===== src/rtl/errbank_pkg.sv =====
package errbank_pkg;
   localparam int ADDR_W  = 3;
   localparam int N_CNT   = 4;
   localparam int IDX_BPV = 0;
   localparam int IDX_CRC = 1;
   localparam int IDX_OOF = 2;
   localparam int IDX_FE  = 3;

   localparam logic [ADDR_W-1:0] A_BPV_LO = 3'd0;
   localparam logic [ADDR_W-1:0] A_BPV_HI = 3'd1;
   localparam logic [ADDR_W-1:0] A_CRC    = 3'd2;
   localparam logic [ADDR_W-1:0] A_OOF    = 3'd3;
   localparam logic [ADDR_W-1:0] A_FE     = 3'd4;
   localparam logic [ADDR_W-1:0] A_STAT   = 3'd5;
endpackage


===== src/rtl/err_evt_gate.sv =====
module err_evt_gate
   import errbank_pkg::*;
(
   input  logic             ev_bpv,
   input  logic             ev_code_word,
   input  logic             ev_zero8,
   input  logic             ev_zero16,
   input  logic             ev_crc,
   input  logic             ev_oof,
   input  logic             ev_ft_err,
   input  logic             ev_fs_err,
   input  logic             sync_lost,
   input  logic             cfg_esf,
   input  logic             cfg_zsub,
   input  logic             cfg_xs_zero,
   input  logic             cfg_fe_both,
   output logic [N_CNT-1:0] inc
);
   logic viol_src;
   logic zero_src;
   logic in_sync;

   always_comb begin
      in_sync  = ~sync_lost;
      viol_src = ev_bpv & ~(cfg_zsub & ev_code_word);
      zero_src = cfg_zsub ? ev_zero8 : ev_zero16;
      inc          = '0;
      inc[IDX_BPV] = cfg_xs_zero ? zero_src : viol_src;
      inc[IDX_CRC] = ev_crc & cfg_esf & in_sync;
      inc[IDX_OOF] = ev_oof & in_sync;
      inc[IDX_FE]  = (ev_ft_err | (cfg_fe_both & ev_fs_err)) & in_sync;
   end
endmodule


===== src/rtl/err_sat_counter.sv =====
module err_sat_counter #(
   parameter int W = 8
) (
   input  logic         clk,
   input  logic         rst_n,
   input  logic         inc,
   input  logic         clr,
   input  logic         force_zero,
   input  logic         load,
   input  logic [W-1:0] load_val,
   output logic [W-1:0] cnt,
   output logic         sat_hit
);
   localparam logic [W-1:0] FULL = {W{1'b1}};
   localparam logic [W-1:0] ONE  = {{(W-1){1'b0}}, 1'b1};

   generate
      if (W < 2) begin : g_bad_width
         $error("err_sat_counter: W must be at least 2");
      end
   endgenerate

   logic at_full;
   assign at_full = (cnt == FULL);
   assign sat_hit = inc & at_full & ~clr & ~load & ~force_zero;

   always_ff @(posedge clk or negedge rst_n) begin
      if (!rst_n)          cnt <= '0;
      else if (force_zero) cnt <= '0;
      else if (load)       cnt <= load_val;
      else if (clr)        cnt <= inc ? ONE : '0;
      else if (inc && !at_full) cnt <= cnt + ONE;
   end

   AST_NO_WRAP: assert property (@(posedge clk) disable iff (!rst_n)
      (at_full && !clr && !load && !force_zero) |=> (cnt == FULL));

   AST_IDLE_HOLD: assert property (@(posedge clk) disable iff (!rst_n)
      (!inc && !clr && !load && !force_zero) |=> $stable(cnt));

   AST_STEP_ONE: assert property (@(posedge clk) disable iff (!rst_n)
      (inc && !at_full && !clr && !load && !force_zero) |=> (cnt == $past(cnt) + ONE));
endmodule


===== src/rtl/err_cnt_bank.sv =====
module err_cnt_bank
   import errbank_pkg::*;
#(
   parameter int REG_W = 8
) (
   input  logic                   clk,
   input  logic                   rst_n,
   input  logic                   ev_bpv,
   input  logic                   ev_code_word,
   input  logic                   ev_zero8,
   input  logic                   ev_zero16,
   input  logic                   ev_crc,
   input  logic                   ev_oof,
   input  logic                   ev_ft_err,
   input  logic                   ev_fs_err,
   input  logic                   sync_lost,
   input  logic                   cfg_esf,
   input  logic                   cfg_zsub,
   input  logic                   cfg_xs_zero,
   input  logic                   cfg_fe_both,
   input  logic                   cfg_auto_clr,
   input  logic [N_CNT-1:0]       sat_mask,
   input  logic                   host_wr,
   input  logic                   host_rd,
   input  logic [ADDR_W-1:0]      host_addr,
   input  logic [REG_W-1:0]       host_wdata,
   output logic [REG_W-1:0]       host_rdata,
   output logic                   host_rvalid,
   output logic [N_CNT-1:0]       sat_flags,
   output logic                   irq
);
   localparam int BPV_W = 2 * REG_W;
   localparam int ERR_W = REG_W;

   generate
      if (REG_W < N_CNT) begin : g_bad_reg_w
         $error("err_cnt_bank: REG_W must hold the flag vector");
      end
   endgenerate

   logic [N_CNT-1:0] inc;
   logic [N_CNT-1:0] sat_hit;
   logic [REG_W-1:0] lo_stage;
   logic [BPV_W-1:0] bpv_cnt;
   logic [ERR_W-1:0] err_cnt [1:N_CNT-1];
   logic             rd_clr;
   logic             stat_rd;
   logic [REG_W-1:0] rd_mux;

   assign rd_clr  = host_rd & cfg_auto_clr;
   assign stat_rd = host_rd & (host_addr == A_STAT);

   err_evt_gate u_gate (
      .ev_bpv       (ev_bpv),
      .ev_code_word (ev_code_word),
      .ev_zero8     (ev_zero8),
      .ev_zero16    (ev_zero16),
      .ev_crc       (ev_crc),
      .ev_oof       (ev_oof),
      .ev_ft_err    (ev_ft_err),
      .ev_fs_err    (ev_fs_err),
      .sync_lost    (sync_lost),
      .cfg_esf      (cfg_esf),
      .cfg_zsub     (cfg_zsub),
      .cfg_xs_zero  (cfg_xs_zero),
      .cfg_fe_both  (cfg_fe_both),
      .inc          (inc)
   );

   always_ff @(posedge clk or negedge rst_n) begin
      if (!rst_n)                                lo_stage <= '0;
      else if (host_wr && host_addr == A_BPV_LO) lo_stage <= host_wdata;
   end

   err_sat_counter #(.W(BPV_W)) u_bpv_cnt (
      .clk        (clk),
      .rst_n      (rst_n),
      .inc        (inc[IDX_BPV]),
      .clr        (rd_clr),
      .force_zero (1'b0),
      .load       (host_wr && host_addr == A_BPV_HI),
      .load_val   ({host_wdata, lo_stage}),
      .cnt        (bpv_cnt),
      .sat_hit    (sat_hit[IDX_BPV])
   );

   generate
      for (genvar i = 1; i < N_CNT; i++) begin : g_err
         localparam logic [ADDR_W-1:0] MY_ADDR = ADDR_W'(i + 1);
         logic fz;
         if (i == IDX_CRC) begin : g_crc_gate
            assign fz = ~cfg_esf;
         end else begin : g_no_gate
            assign fz = 1'b0;
         end
         err_sat_counter #(.W(ERR_W)) u_cnt (
            .clk        (clk),
            .rst_n      (rst_n),
            .inc        (inc[i]),
            .clr        (rd_clr),
            .force_zero (fz),
            .load       (host_wr && host_addr == MY_ADDR),
            .load_val   (host_wdata),
            .cnt        (err_cnt[i]),
            .sat_hit    (sat_hit[i])
         );
      end
   endgenerate

   always_ff @(posedge clk or negedge rst_n) begin
      if (!rst_n)       sat_flags <= '0;
      else if (stat_rd) sat_flags <= sat_hit;
      else              sat_flags <= sat_flags | sat_hit;
   end

   assign irq = |(sat_flags & sat_mask);

   always_comb begin
      rd_mux = '0;
      case (host_addr)
         A_BPV_LO: rd_mux = bpv_cnt[REG_W-1:0];
         A_BPV_HI: rd_mux = bpv_cnt[BPV_W-1:REG_W];
         A_CRC:    rd_mux = err_cnt[IDX_CRC];
         A_OOF:    rd_mux = err_cnt[IDX_OOF];
         A_FE:     rd_mux = err_cnt[IDX_FE];
         A_STAT:   rd_mux = REG_W'(sat_flags);
         default:  rd_mux = '0;
      endcase
   end

   always_ff @(posedge clk or negedge rst_n) begin
      if (!rst_n) begin
         host_rdata  <= '0;
         host_rvalid <= 1'b0;
      end else begin
         host_rvalid <= host_rd;
         if (host_rd) host_rdata <= rd_mux;
      end
   end

   AST_CRC_ZERO_SF: assert property (@(posedge clk) disable iff (!rst_n)
      !cfg_esf |=> (err_cnt[IDX_CRC] == '0));

   AST_SYNC_HOLD: assert property (@(posedge clk) disable iff (!rst_n)
      (sync_lost && !host_wr && !rd_clr && cfg_esf) |=> $stable(err_cnt[IDX_OOF]) && $stable(err_cnt[IDX_FE]));

   AST_FLAG_STICKY: assert property (@(posedge clk) disable iff (!rst_n)
      (sat_flags[IDX_OOF] && !stat_rd) |=> sat_flags[IDX_OOF]);

   AST_AUTOCLR: assert property (@(posedge clk) disable iff (!rst_n)
      (rd_clr && !host_wr) |=> (err_cnt[IDX_OOF] <= ERR_W'(1)) && (bpv_cnt <= BPV_W'(1)));
endmodule


===== config.mk =====
export PLATFORM = sky130hd
export DESIGN_NAME = err_cnt_bank
export DESIGN_NICKNAME = d
export VERILOG_FILES = /design/src/rtl/errbank_pkg.sv /design/src/rtl/err_evt_gate.sv /design/src/rtl/err_sat_counter.sv /design/src/rtl/err_cnt_bank.sv
export SDC_FILE = /design/constraint.sdc
export NUM_CORES = 1
export LEC_CHECK = 0
export BUFFER_PORTS_ARGS = -buffer_cell sky130_fd_sc_hd__buf_4
export CAP_MARGIN = 5
export CORE_ASPECT_RATIO = 1.4
export CORE_MARGIN = 1.5
export CORE_UTILIZATION = 47
export DETAILED_ROUTE_END_ITERATION = 8
export PLACE_DENSITY = 0.62
export SYNTH_ARGS = -nofsm -noshare
export SYNTH_HDL_FRONTEND = slang
export SYNTH_HIERARCHICAL = 1
export SYNTH_SLANG_ARGS = --single-unit
export TNS_END_PERCENT = 5

===== constraint.sdc =====
create_clock -name clk -period 2.96 [get_ports clk]
set_input_delay 0.888 -clock clk [delete_from_list [all_inputs] [get_ports clk]]
set_output_delay 0.888 -clock clk [all_outputs]
set_load 0.05 [all_outputs]

==> metrics.cfg <==
[sta]
setup_violations = 0
period_share_pct = 81.57
rsz0062_at_grt = false
fin_skew_ns = 0.003367
worst_slew_pin_slew_ns = 0.8113
finalSetupTns_ns = 0
post-route-min-period_ns = 2.415
hold_viol = 0
fmax_ghz = 0.4142
max_slew_margin_pct = 45.91
maxSlewViolCount = 0

[layout]
final_nets = 573
area_growth_pct = 18.57
drive_gt1_share_pct = 23.38
diodes = 0
layout.filler_cells = 819
final_area_um2 = 5032

[place]
io_buffer_count = 46
dpl-instance-area_um2 = 4732
hpwlAfterDp_um = 9539
place_congestion = 0.9612

[setup_path]
start_kind = flip-flop
crit_required_ns = 3.17
timing.critical_path.cells = ha_1, nand2_1, nor4_4, buf_4, a21boi_2, and4_1, a2111oi_1
cp_slowest_stage_delay_ns = 0.48
cp_slowest_cell = dfrtp_1
critPathMaxFanout = 12
crit_type = flip-flop to flip-flop
crit_path_end_kind = flip-flop
crit_arrival_ns = 2.62

[run_status]
status = complete, no violations

[synthesis]
ys.flop_type = dfrtp_1
async_reset_ff_share_pct = 100.0
yosys_warnings = 6
avgSynthCellArea_um2 = 8.733
netlist_area_um2 = 4244
synth_edf_count = 0
yosysUniqueCellTypes = 67
ys_ff_latch = 61
yosysSeqAreaShare_pct = 35.97
synthCells = 486

[pwr]
leakagePower_nw = 2.114
powerDensity_nw_per_um2 = 476.0
peakVddDrop_v = 0.0002963

[die]
die_x_um = 83.31
dieArea_um2 = 9617
core_um2 = 8658
initial_core_util_pct = 49.02
io_pins = 47
die_h_um = 115.4
rows = 40

[route]
drc_errors = 0
drt.antenna.violating_nets = 0
drtPass1Iterations = 5
viasPerCell = 6.564
drt-wirelength-per-cell_um = 20.67
drt-initial-drc-count = 475
vias = 4227
routed_wl_um = 13310

[clock_tree]
post-cts-setup-buffers = 0
cts.repair.resized = 0
clock_latency_ns = 0.33
cts_root_buf = clkbuf_16
numClockSinks = 61
clockBufferDepth = 2
cts_tree = yes
postCtsHoldBufs = 0
cts.clk_slew.worst_paths_ns = 0.05
h-tree-depth = 3
cts_buffers = 9

[global_route]
grt_pass1_vias = 4021
use_met2_pct = 47.70
top_usage_layer = met2
grt_overflow = 0
met1_usage_pct = 34.82
antenna_found_initial = 0
track_usage_pct = 28.84
grt_max_degree = 62
grt_use_met3_pct = 6.766
grt_pass1_wl_um = 21350

[hold_path]
hp-class = flip-flop to flip-flop

[job]
cap_violations = 0

==> Yosys cell counts (all sizes together) (5+ instances only) <==
cell    instances  area [µm²]
nor4            5       46.29
buf            15       90.09
a31oi           9       56.30
o22ai           5       31.28
a21oi          41       205.2
a221oi         18       176.4
a211oi          9       72.57
mux2i           5       50.05
and4            5       47.55
o21ai          18       101.4
a22oi           6       45.04
inv            20       75.07
nand4           8       65.06
nand2          47       176.4
nand3b          6       45.04
dfrtp          61        1526
and3           17       113.9
nand3          24       135.1
nor2           45       178.9
nor3           21       116.4
clkbuf         11       41.29
mux2           16       180.2
==> cell families (layout without fill, tap and decap cells) <==
| group | count (synthesis) | in the layout | synth area share [%] |
|---|---|---|---|
| AOI/OAI and AO/OA | 156 | 156 | 26.98 |
| xor gates and xnor gates | 2 | 2 | 0.4128 |
| adders and majority gates | 4 | 4 | 1.179 |
| buffers and inverters | 46 | 97 | 4.864 |
| DFF | 61 | 61 | 35.97 |
| muxes | 22 | 22 | 5.955 |
| other | 1 | 3 | 0.08836 |
| and+or+nand+nor | 194 | 194 | 24.56 |
==> placed cells by master (no fill, tap or decap), types with 4 or more instances in the layout <==
master     synthesis  routed
dfrtp_1           61      61
nor2_1            41      41
mux2_2            15      15
a22oi_1            6       6
buf_4              1      63
a21oi_1           41      41
nand2_1           47      47
nor2b_1            4       4
ha_1               4       4
nor3b_1            4       4
a31oi_1            9       8
a211oi_1           8       8
o31ai_1            4       4
mux2i_1            5       5
nor2_2             4       4
o21ai_0           15      15
nor4_1             4       4
inv_1             19      19
nand3b_1           6       6
nand4_1            7       7
and3_1            11      11
nand3_1           21      21
a221o_1            4       4
clkbuf_16          0       9
a221oi_1          15      15
and3_2             6       6
a21o_1             4       4
nor3_1            20      20
o22ai_1            5       5
a32o_1             4       4
==> worst max-delay path, delay by kind of cell, from the launching register on <==
| family | cells | cell delay, ns |
|---|---|---|
| simple gates | 3 | 0.78 |
| compound gates | 2 | 0.50 |
| flops | 1 | 0.48 |
| fa+ha+maj | 1 | 0.33 |
| buf+inv | 1 | 0.21 |
==> sequential cells by signal (all words and copies together) (netlist names) <==
name,count
host_rdata,8
sat_flags,4
u_bpv_cnt/cnt,16
lo_stage,8
g_err.u_cnt/cnt,24
host_rvalid,1
==> stage by stage <==
step / std cells / setup WS [ns] / utilization, % / hold slack [ns] / total power, W
after floorplan: 488 / 0.05489 / - / 0.4744 / 0.001180
after global placement: 630 / 0.3627 / 54.65 / 0.5047 / 0.001337
after detailed placement: 630 / 0.3703 / 54.65 / 0.5100 / 0.001344
after CTS: 644 / 0.5784 / 58.12 / 0.5246 / 0.002411
after global routing: 644 / 0.3958 / 58.12 / 0.5504 / 0.002501
final: 644 / 0.5455 / 58.12 / 0.5224 / 0.002395
==> final timing paths <==
check / endpoint / cells past startpoint / from / slack [ns]
setup / recovery: u_bpv_cnt/cnt[4]$_DFFE_PN0P_ / 7 / u_bpv_cnt/cnt[1]$_DFFE_PN0P_ / 0.55
hold / removal: lo_stage[3]$_DFFE_PN0P_ / 1 / lo_stage[3]$_DFFE_PN0P_ / 0.52
setup reg to reg: u_bpv_cnt/cnt[4]$_DFFE_PN0P_ / 7 / u_bpv_cnt/cnt[1]$_DFFE_PN0P_ / 0.55
hold reg to reg: lo_stage[3]$_DFFE_PN0P_ / 1 / lo_stage[3]$_DFFE_PN0P_ / 0.52
max in group asynchronous: u_bpv_cnt/cnt[7]$_DFFE_PN0P_ / 1 / rst_n / 1.77
min in group asynchronous: g_err[1].u_cnt/cnt[5]$_DFFE_PN0P_ / 1 / rst_n / 0.65
==> layout make-up <==
class                           instances  area [µm²]  area share, %
Sequential cell                        61        1526          30.33
Tap cell                              105       131.4          2.611
Multi-Input combinational cell        381        2526          50.20
Inverter                               20       75.07          1.492
Clock buffer                           13       270.3          5.370
Clock inverter                          1       30.03         0.5967
Timing Repair Buffer                   63       473.0          9.398
==> power breakdown <==
part           internal, W  switching, W  total [W]
clock network     0.000710      0.000349    0.00106
registers         0.000887     0.0000588   0.000946
logic             0.000154      0.000236   0.000389
total              0.00175      0.000644    0.00240
==> layer usage <==
| metal | vias up | part of all wire, % |
|---|---|---|
| li1 | 1957 | - |
| met1 | 2049 | 40 |
| met2 | 185 | 49 |
| met3 | 36 | 6.4 |
| met4 | 0 | 4.8 |
| met5 | - | 0 |
No activity file was read; power rests on OpenSTA's default activity.
